**config.mk**
```make
export PLATFORM = sky130hd
export DESIGN_NAME = lut_ver_permuter
export DESIGN_NICKNAME = d
export VERILOG_FILES = /design/src/rtl/lutperm_pkg.sv /design/src/rtl/lutperm_rst_sync.sv /design/src/rtl/lutperm_swap_stage.sv /design/src/rtl/lutperm_step_engine.sv /design/src/rtl/lutperm_up_store.sv /design/src/rtl/lutperm_rd_port.sv /design/src/rtl/lut_ver_permuter.sv
export SDC_FILE = /design/constraint.sdc
export NUM_CORES = 1
export LEC_CHECK = 0
export BUFFER_PORTS_ARGS = -buffer_cell sky130_fd_sc_hd__buf_2
export CORE_MARGIN = 1.5
export CORE_UTILIZATION = 51
export CTS_CLUSTER_SIZE = 12
export DETAILED_ROUTE_END_ITERATION = 8
export PLACE_DENSITY = 0.79
export SKIP_CTS_REPAIR_TIMING = 1
export SYNTH_ARGS = -nofsm -noshare
export SYNTH_HDL_FRONTEND = slang
export SYNTH_SLANG_ARGS = --single-unit
```
**constraint.sdc**
```tcl
create_clock -name clk -period 1.95 [get_ports clk]
set_input_delay 0.195 -clock clk [delete_from_list [all_inputs] [get_ports clk]]
set_output_delay 0.195 -clock clk [all_outputs]
set_load 0.01 [all_outputs]
```
**src/rtl/lutperm_pkg.sv**
```systemverilog
package lutperm_pkg;
  localparam int unsigned N_IN  = 4;
  localparam int unsigned TBL_W = 1 << N_IN;
  localparam int unsigned CNT_W = $clog2(N_IN + 1) + 1;

  typedef logic [TBL_W-1:0] tbl_t;
  typedef logic [N_IN-1:0]  ver_t;

  typedef enum logic [1:0] {
    ST_IDLE = 2'd0,
    ST_STEP = 2'd1,
    ST_DONE = 2'd2
  } eng_st_e;

  // Reference mapping: entry i lands at index i XOR v.
  function automatic tbl_t xor_permute(input tbl_t src, input ver_t v);
    tbl_t r;
    r = '0;
    for (int i = 0; i < int'(TBL_W); i++) begin
      r[i ^ int'(v)] = src[i];
    end
    return r;
  endfunction
endpackage

```
**src/rtl/lutperm_rst_sync.sv**
```systemverilog
module lutperm_rst_sync (
  input  logic clk,
  input  logic rst_n,
  output logic rst_sync_n
);
  logic meta_q;
  logic sync_q;

  always_ff @(posedge clk or negedge rst_n) begin
    if (!rst_n) begin
      meta_q <= 1'b0;
      sync_q <= 1'b0;
    end else begin
      meta_q <= 1'b1;
      sync_q <= meta_q;
    end
  end

  assign rst_sync_n = sync_q;
endmodule

```
**src/rtl/lutperm_swap_stage.sv**
```systemverilog
module lutperm_swap_stage
  import lutperm_pkg::*;
#(
  parameter int unsigned LVL = 0
) (
  input  tbl_t tbl_i,
  output tbl_t tbl_o
);
  localparam int FRAG  = 1 << LVL;
  localparam int PAIRS = int'(TBL_W) / (2 * FRAG);

  // Exchange each even fragment with its upper neighbour.
  for (genvar p = 0; p < PAIRS; p++) begin : g_pair
    assign tbl_o[(2*p)*FRAG   +: FRAG] = tbl_i[(2*p+1)*FRAG +: FRAG];
    assign tbl_o[(2*p+1)*FRAG +: FRAG] = tbl_i[(2*p)*FRAG   +: FRAG];
  end
endmodule

```
**src/rtl/lutperm_step_engine.sv**
```systemverilog
module lutperm_step_engine
  import lutperm_pkg::*;
(
  input  logic clk,
  input  logic rst_n,
  input  logic load_i,
  input  tbl_t tbl_i,
  input  ver_t ver_i,
  output logic accept_o,
  output logic busy_o,
  output logic done_o,
  output tbl_t tbl_o
);
  eng_st_e st_q, st_d;
  tbl_t    tbl_q, tbl_d, tbl_step;
  ver_t    pend_q, pend_d, pick;
  logic    reg_en;
  tbl_t    swapped [N_IN];

  for (genvar k = 0; k < int'(N_IN); k++) begin : g_stage
    lutperm_swap_stage #(.LVL(k)) u_swap (
      .tbl_i (tbl_q),
      .tbl_o (swapped[k])
    );
  end

  // Lowest pending input goes first (A before D).
  assign pick = pend_q & (~pend_q + ver_t'(1));

  always_comb begin
    tbl_step = tbl_q;
    for (int k = 0; k < int'(N_IN); k++) begin
      if (pick[k]) tbl_step = swapped[k];
    end
  end

  assign accept_o = load_i && (st_q != ST_STEP);

  always_comb begin
    st_d   = st_q;
    tbl_d  = tbl_q;
    pend_d = pend_q;
    reg_en = 1'b0;
    case (st_q)
      ST_IDLE, ST_DONE: begin
        if (load_i) begin
          reg_en = 1'b1;
          tbl_d  = tbl_i;
          pend_d = ver_i;
          st_d   = (ver_i == '0) ? ST_DONE : ST_STEP;
        end
      end
      ST_STEP: begin
        reg_en = 1'b1;
        tbl_d  = tbl_step;
        pend_d = pend_q & ~pick;
        st_d   = (pend_d == '0) ? ST_DONE : ST_STEP;
      end
      default: st_d = ST_IDLE;
    endcase
  end

  always_ff @(posedge clk or negedge rst_n) begin
    if (!rst_n) begin
      st_q   <= ST_IDLE;
      tbl_q  <= '0;
      pend_q <= '0;
    end else begin
      st_q <= st_d;
      if (reg_en) begin
        tbl_q  <= tbl_d;
        pend_q <= pend_d;
      end
    end
  end

  assign busy_o = (st_q == ST_STEP);
  assign done_o = (st_q == ST_DONE);
  assign tbl_o  = tbl_q;

  // Checker state: captured job and length of the current run of steps.
  tbl_t             src_sh;
  ver_t             ver_sh;
  logic [CNT_W-1:0] step_cnt;

  always_ff @(posedge clk or negedge rst_n) begin
    if (!rst_n) begin
      src_sh   <= '0;
      ver_sh   <= '0;
      step_cnt <= '0;
    end else begin
      if (accept_o) begin
        src_sh <= tbl_i;
        ver_sh <= ver_i;
      end
      step_cnt <= (st_q == ST_STEP) ? step_cnt + 1'b1 : '0;
    end
  end

  a_r2_stepped_matches_ref: assert property (@(posedge clk) disable iff (!rst_n)
    (st_q == ST_DONE) |-> (tbl_q == xor_permute(src_sh, ver_sh)));

  a_r6_one_input_per_step: assert property (@(posedge clk) disable iff (!rst_n)
    (st_q == ST_STEP) |=> ($countones(pend_q) == $countones($past(pend_q)) - 1));

  a_r6_step_run_bounded: assert property (@(posedge clk) disable iff (!rst_n)
    (st_q == ST_STEP) |-> (step_cnt < CNT_W'(N_IN)));

  a_r9_busy_load_no_restart: assert property (@(posedge clk) disable iff (!rst_n)
    (st_q == ST_STEP && load_i) |=> (st_q != ST_IDLE) &&
      ($countones(pend_q) < $countones($past(pend_q))));
endmodule

```
**src/rtl/lutperm_up_store.sv**
```systemverilog
module lutperm_up_store
  import lutperm_pkg::*;
(
  input  logic clk,
  input  logic rst_n,
  input  logic cap_i,
  input  logic inv_i,
  input  tbl_t tbl_i,
  output tbl_t tbl_o
);
  tbl_t up_q, up_d;

  assign up_d = inv_i ? ~tbl_i : tbl_i;

  always_ff @(posedge clk or negedge rst_n) begin
    if (!rst_n) begin
      up_q <= '0;
    end else if (cap_i) begin
      up_q <= up_d;
    end
  end

  assign tbl_o = up_q;
endmodule

```
**src/rtl/lutperm_rd_port.sv**
```systemverilog
module lutperm_rd_port
  import lutperm_pkg::*;
(
  input  tbl_t tbl_i,
  input  ver_t addr_i,
  output logic bit_o
);
  assign bit_o = tbl_i[addr_i];
endmodule

```
**src/rtl/lut_ver_permuter.sv**
```systemverilog
module lut_ver_permuter
  import lutperm_pkg::*;
#(
  parameter int unsigned UP_SEL = 3
) (
  input  logic             clk,
  input  logic             rst_n,
  input  logic             load_i,
  input  logic [TBL_W-1:0] tbl_i,
  input  logic [TBL_W-1:0] up_tbl_i,
  input  logic [N_IN-1:0]  ver_i,
  output logic             busy_o,
  output logic             done_o,
  output logic [TBL_W-1:0] tbl_o,
  output logic [TBL_W-1:0] up_tbl_o,
  input  logic [N_IN-1:0]  ev_addr_i,
  output logic             ev_bit_o,
  input  logic [N_IN-1:0]  up_addr_i,
  output logic             up_bit_o
);
  logic rst_sync_n;
  logic accept_w;
  tbl_t up_w;

  lutperm_rst_sync u_rst (
    .clk        (clk),
    .rst_n      (rst_n),
    .rst_sync_n (rst_sync_n)
  );

  lutperm_step_engine u_eng (
    .clk      (clk),
    .rst_n    (rst_sync_n),
    .load_i   (load_i),
    .tbl_i    (tbl_i),
    .ver_i    (ver_i),
    .accept_o (accept_w),
    .busy_o   (busy_o),
    .done_o   (done_o),
    .tbl_o    (tbl_o)
  );

  lutperm_up_store u_up (
    .clk   (clk),
    .rst_n (rst_sync_n),
    .cap_i (accept_w),
    .inv_i (ver_i[UP_SEL]),
    .tbl_i (up_tbl_i),
    .tbl_o (up_w)
  );

  assign up_tbl_o = up_w;

  lutperm_rd_port u_ev_rd (
    .tbl_i  (tbl_o),
    .addr_i (ev_addr_i),
    .bit_o  (ev_bit_o)
  );

  lutperm_rd_port u_up_rd (
    .tbl_i  (up_w),
    .addr_i (up_addr_i),
    .bit_o  (up_bit_o)
  );

  // Checker state for the upstream polarity rule.
  tbl_t up_sh;
  logic inv_sh;

  always_ff @(posedge clk or negedge rst_sync_n) begin
    if (!rst_sync_n) begin
      up_sh  <= '0;
      inv_sh <= 1'b0;
    end else if (load_i && !busy_o) begin
      up_sh  <= up_tbl_i;
      inv_sh <= ver_i[UP_SEL];
    end
  end

  a_r8_upstream_polarity: assert property (@(posedge clk) disable iff (!rst_sync_n)
    done_o |-> (up_tbl_o == (inv_sh ? ~up_sh : up_sh)));
endmodule

```
# Yosys cells after proc, flatten, opt, wreduce, memory -nomap -nowiden

Index checks and enable logic that the tools add are counted.

Input bits: 47
ROM bits: 0
Bits in latches: 0
Memories kept: 0
Flip-flop bits (word level): 40
Bits in writable memories: 0

Div/mod/pow operators: 0
$add $sub $neg: 1
Reductions and logical operators: 8
Shift-type cells: 0
Multiplexer cells: 19
Bitwise logic cells: 5
Multiply operators: 0
$lt $le $gt $ge: 2
Equal/unequal tests: 5

Operators with widths:

| cell                                                                          | count |
|---|---|
| 16-bit 2-to-1 mux                                                             | 6 |
| 16-bit one-hot mux with 2 select lines                                        | 1 |
| 16-bit inverter                                                               | 1 |
| 4-bit by 5-bit less-than comparator with 1-bit output (second input constant) | 2 |
| 4-bit AND                                                                     | 2 |
| 1-bit binary-select mux with 4-bit select                                     | 2 |
| 4-bit zero test                                                               | 2 |
| 4-bit inverter                                                                | 2 |
| 4-bit one-hot mux with 2 select lines                                         | 1 |
| 2-bit 2-to-1 mux                                                              | 3 |
| 5-bit by 1-bit inequality test with 1-bit output (second input constant)      | 1 |
| 4-bit by 1-bit adder with 4-bit output (second input constant)                | 1 |
| 4-bit 2-to-1 mux                                                              | 1 |
| 2-bit one-hot mux with 2 select lines                                         | 1 |
| 4-bit AND reduction                                                           | 1 |
| 1-bit 2-to-1 mux                                                              | 3 |
| 3-bit AND reduction                                                           | 1 |
| 2-bit by 1-bit equality test with 1-bit output (second input constant)        | 1 |
| 2-bit equality test (second input constant)                                   | 1 |
| 2-bit zero test                                                               | 1 |
| 2-bit by 1-bit inequality test with 1-bit output (second input constant)      | 1 |
| 2-bit inequality test (second input constant)                                 | 1 |
| 1-bit one-hot mux with 2 select lines                                         | 1 |
| 2-bit nonzero test                                                            | 1 |
| other kinds (2)                                                               | 2 |

# Depth between registers and ports, before layout

Depth in word-level cells: 8
Gate-level depth with buffers: 7
Depth with buffers taken out: 5

# Hierarchy

Synthesis repeated with hierarchy kept, for this count alone.

Cells, all modules: 368
Area, all modules: 3194.3 um2

Modules (own cells, without submodules):

| module              | cells an instance | area each (um2) | sequential area each (um2) | times used |
|---|---|---|---|---|
| lutperm_step_engine | 218               | 1664.1          | 550.5                      | 1 |
| lutperm_up_store    | 69                | 725.7           | 400.4                      | 1 |
| lutperm_swap_stage  | 16                | 120.1           | 0.0                        | 4 |
| lutperm_rd_port     | 7                 | 135.1           | 0.0                        | 2 |
| lutperm_rst_sync    | 3                 | 53.8            | 50.0                       | 1 |

# Worst setup path before layout

No wires, ideal clock.

Path kind: flip-flop to flip-flop
Start: register u_eng.pend_q[0]
End: register u_eng.tbl_q[11] (netlist: u_eng.tbl_o[11])
Path slack: 282 ps
Period minus slack after synthesis: 1668 ps
Path buffers: 3
Cell stages (with the launch flop): 8
Data arrival time: 1547 ps
Path through: dfrtp_1 -> buf_6 -> or4b_4 -> buf_6 -> buf_6 -> o21ai_1 -> a31oi_1 -> o22a_1

Longest elaborated chain between the ends: 7

Ends and longest elaborated chain:

| what                                   | RTL line                  | source |
|---|---|---|
| start: declaration                     | lutperm_step_engine.sv:16 | `ver_t pend_q, pend_d, pick;` |
| start signal: assignment               | lutperm_step_engine.sv:72 | `pend_q <= pend_d;` |
| 4-bit inverter                         | lutperm_step_engine.sv:28 | `assign pick = pend_q & (~pend_q + ver_t'(1));` |
| 4-bit by 1-bit adder with 4-bit output | lutperm_step_engine.sv:28 |  |
| 4-bit AND *                            | lutperm_step_engine.sv:28 |  |
| 16-bit 2-to-1 mux (3 in a row)         | lutperm_step_engine.sv:33 | `if (pick[k]) tbl_step = swapped[k];` |
| 16-bit one-hot mux with 2 select lines | lutperm_step_engine.sv:44 | `case (st_q)` |
| end signal: assignment                 | lutperm_step_engine.sv:71 | `tbl_q <= tbl_d;` |
| end: declaration                       | lutperm_step_engine.sv:15 | `tbl_t tbl_q, tbl_d, tbl_step;` |

Mark *: on every way between the ends. The rest lies on a longest branch, timed or not.
A chain may end at the register's enable or synchronous reset.

# Worst setup path in the final report

Start: register u_eng.tbl_q[0] (netlist: u_eng.tbl_o[0])
End: output port ev_bit_o

Longest elaborated chain between the ends: 2

Ends and longest elaborated chain:

| what                                      | RTL line               | source |
|---|---|---|
| 1-bit binary-select mux with 4-bit select | lutperm_rd_port.sv:8   | `assign bit_o = tbl_i[addr_i];` |
| 1-bit 2-to-1 mux (not written as such)    | lutperm_rd_port.sv:8   |  |
| end: declaration                          | lut_ver_permuter.sv:17 | `output logic ev_bit_o,` |

Every way passes these cells. The select of a mux whose other input is x is not followed.

==> metrics <==
slowest CP cell=dfrtp_2; Yosys reg bits=40; CTS tree=done; largest net degree at the start of global routing=40; WL final=7226 µm; RD Place Congestion=roughly 0.94; Post-synth ARST share=100.0%; WL/cell=~16 µm; worst r2r path cells=4; Peak VDD IR=between 0.7 and 0.8 mV; Power, Total=about 6 mW; fmax=between 400 and 500 MHz; IO Count=between 80 and 90; Buffers & Inverters on Critical Path=1; crit-path leading delay family=multiplexers; H-tree Lvls=2; Hold Path Depth=2; Hold Startpoint=ver_i[1]; Detailed Routing Iterations Pass 1=5; pwr/cell area=about 1800 nW/µm²; post-route insts no fill=between 400 and 500; Mapped Area=2640 µm²; Post-synth EDFFs=0; kind of critical path=flip-flop to output pin; share of total power in combinational logic=about three fifths; P_int=3.372 mW; worst setup margin=-73.22 ps; YS warnings=0; Total Die Area=between 5000 and 6000 µm²; clock group share of total power=between 10% and 20%; Core Area=approximately 5000 µm²; Hold WS=between 100 and 150 ps; Worst Hold End=u_eng.pend_q[1]$_DFFE_PN0P_; status=complete, but fails checks; PortBufs=82; clk_lat worst skew=~300 ps; # fillers=~400; failing checks=negative setup slack; Hold/Removal Path Class=input pin to flip-flop; first-pass GRT wire length=between 10000 and 15000 µm; total CTS buffers=5; Synth Net Count=348; clock slew at reported path FFs=roughly 80 ps; share of the synthesized area in the top cell type=37.91%; vias post-DR=roughly 2600; Post-DP HPWL=5023 µm; vias in the first global route=about 2400; Finished Core Util=67.22%; worst reg2reg path endpoint=u_eng.tbl_o[3]$_DFFE_PN0P_; Yosys top cell by area=dfrtp_1; ant diodes=0; Leak=between 1.5 and 2 nW; RSZ-0062 raised after global routing=true; number of clock sinks=40; switching share of total power=approximately 44%; share of layout cells above drive strength 1=34.86%; total gr overflow=0; Setup crit end kind=output pin; dpl cells=446; gr usage total=between 20% and 30%; top area cells in the synthesized netlist=dfrtp_1 38%, nand2_1 9.5%, mux4_2 8.5%; fin crit period=2023 ps; Max Root-Sink Buffers=2; fin. max-slew vios=0; cell count after synthesis=between 300 and 400; starting DRC count in detailed routing=approximately 290; sequential share of power=27.1%; final hold violation count=0; mean number of vias per cell=around 5.6; Residual DRC=0; Post-DRT Antenna Nets=0; reg2reg setup slack=between 200 and 300 ps; total of max-cap violations=0; Syn-to-layout area delta=28.39%; net load switching power=~2.6 mW; Die Ht=74.95 µm; sequential area share after synthesis=37.91%; root buffer cell=clkbuf_8; crit-path cells=mux4_2 -> mux4_2 -> buf_6; Worst EP arrival=about 1800 ps; final clock period utilization by the worst path=103.8%; syn_area_per_cell=between 8 and 9 µm²; num rows=26; slowest stage delay, CP=470 ps; Req. time, crit path=1750 ps; Top cell by count, worst path=mux4_2; ys flop type=dfrtp_1; crit-path max FO=7; Total Nets Final=~440; Die Wd=between 70 and 80 µm; Initial Utilization=a little over half; initial antenna violation count=0; setup_tns=-108.4 ps; CP Launch Type=flip-flop; Critical R2R Launch=u_eng.pend_q[2]$_DFFE_PN0P_; final setup violation count=2; Clock Skew=slightly above 9 ps; count of cell types in the netlist=30
==> flip-flops by register name, indices dropped and copies added (netlist names) <==
register / flops
u_eng.tbl_o: 16
u_rst.meta_q: 1
u_eng.pend_q: 4
u_up.tbl_o: 16
u_eng.st_q: 2
u_rst.rst_sync_n: 1
==> cells in the mapped netlist, drive strengths merged (2+ instances only) <==
cell    count
a21o       15
a21oi      17
a22o        3
a31oi      16
buf         8
clkbuf     18
dfrtp      40
inv         2
mux4       10
nand2      67
nand2b      3
nand3b     16
nor2       17
nor2b       2
nor4        2
o21ai      23
o21bai      2
o22a       15
xnor2      16
==> metrics by stage <==
step	cell area, µm²	worst slack [ps]
finish	3390	-73.22
global route	3390	-110.6
CTS	3303	-116.6
detailed placement	3177	213.1
global placement	3177	222.9
floorplan	2640	281.6
==> power groups by stage <==
stage / registers, mW / clock network, mW / logic (mW)
2_1_floorplan: 1.77 / 0 / 2.08
3_3_place_gp: 1.63 / 0 / 3.31
3_5_place_dp: 1.64 / 0 / 3.39
4_1_cts: 1.63 / 0.767 / 3.40
5_1_grt: 1.66 / 0.789 / 3.97
6_report: 1.62 / 0.749 / 3.61
==> cells by family (layout without fill, tap and decap cells) <==
group                    Yosys count  in the layout  synth area share (%)
adder cells (fa/ha/maj)            1              1                0.3792
buffers and inverters             28            120                 5.308
AND/OR/NAND/NOR                  111            111                 19.34
multiplexers                      11             11                 8.910
XOR/XNOR                          16             16                 5.308
AO/OA/AOI/OAI                     93             93                 22.70
flip-flops                        40             40                 37.91
other                              1              1                0.1420
==> worst max-delay path by stage <==
stage,from,to,cells past startpoint
detailed placement,u_eng.tbl_o[2]$_DFFE_PN0P_,ev_bit_o,3
global placement,u_eng.tbl_o[0]$_DFFE_PN0P_,ev_bit_o,3
CTS,u_eng.tbl_o[6]$_DFFE_PN0P_,ev_bit_o,3
finish,u_eng.tbl_o[0]$_DFFE_PN0P_,ev_bit_o,3
global route,u_eng.tbl_o[0]$_DFFE_PN0P_,ev_bit_o,3
floorplan,u_eng.pend_q[0]$_DFFE_PN0P_,u_eng.tbl_o[11]$_DFFE_PN0P_,7
==> final cells by class <==
cell class	count	area, µm²	share of cell area (%)
multi-input cells	233	1503	44.33
flip-flops and latches	40	1011	29.83
repair buffers	110	654.4	19.31
clock buffers	7	96.34	2.842
well taps	70	87.58	2.584
clock inverters	1	30.03	0.8859
inverters	2	7.507	0.2215
==> layer usage <==
layer / track usage (%) / share of wire, % / up-vias
met5: 0 / 0 / -
met2: 41.49 / 47 / 117
met4: 9.697 / 1.7 / 0
li1: - / - / 1243
met3: 5.890 / 7.8 / 15
met1: 37.06 / 43 / 1210
==> placed cells by master (no fill, tap or decap) <==
cell type,netlist,routed
maj3_1,1,1
buf_12,0,2
or3_1,1,1
buf_2,4,81
xnor2_1,16,16
nand2_1,67,67
or4b_4,1,1
nand2b_1,3,3
dfrtp_1,40,32
o21bai_1,2,2
nor2_1,17,17
o21ai_0,8,8
nor2b_1,2,2
nand3b_1,16,16
a22o_1,3,3
dlygate4sd3_1,0,1
dfrtp_2,0,8
mux2i_1,1,1
mux4_2,10,10
nor3_1,1,1
nor4_1,2,2
and2_1,1,1
bufinv_16,0,1
buf_6,4,1
a21oi_1,17,17
o21ai_1,15,14
a31oi_1,16,16
clkbuf_8,0,7
a21o_1,15,15
buf_4,0,25
inv_1,2,2
o22ai_1,1,1
o21ai_2,0,1
conb_1,1,1
o22a_1,15,15
o211ai_1,1,1
(Power assumes the default switching activity.)
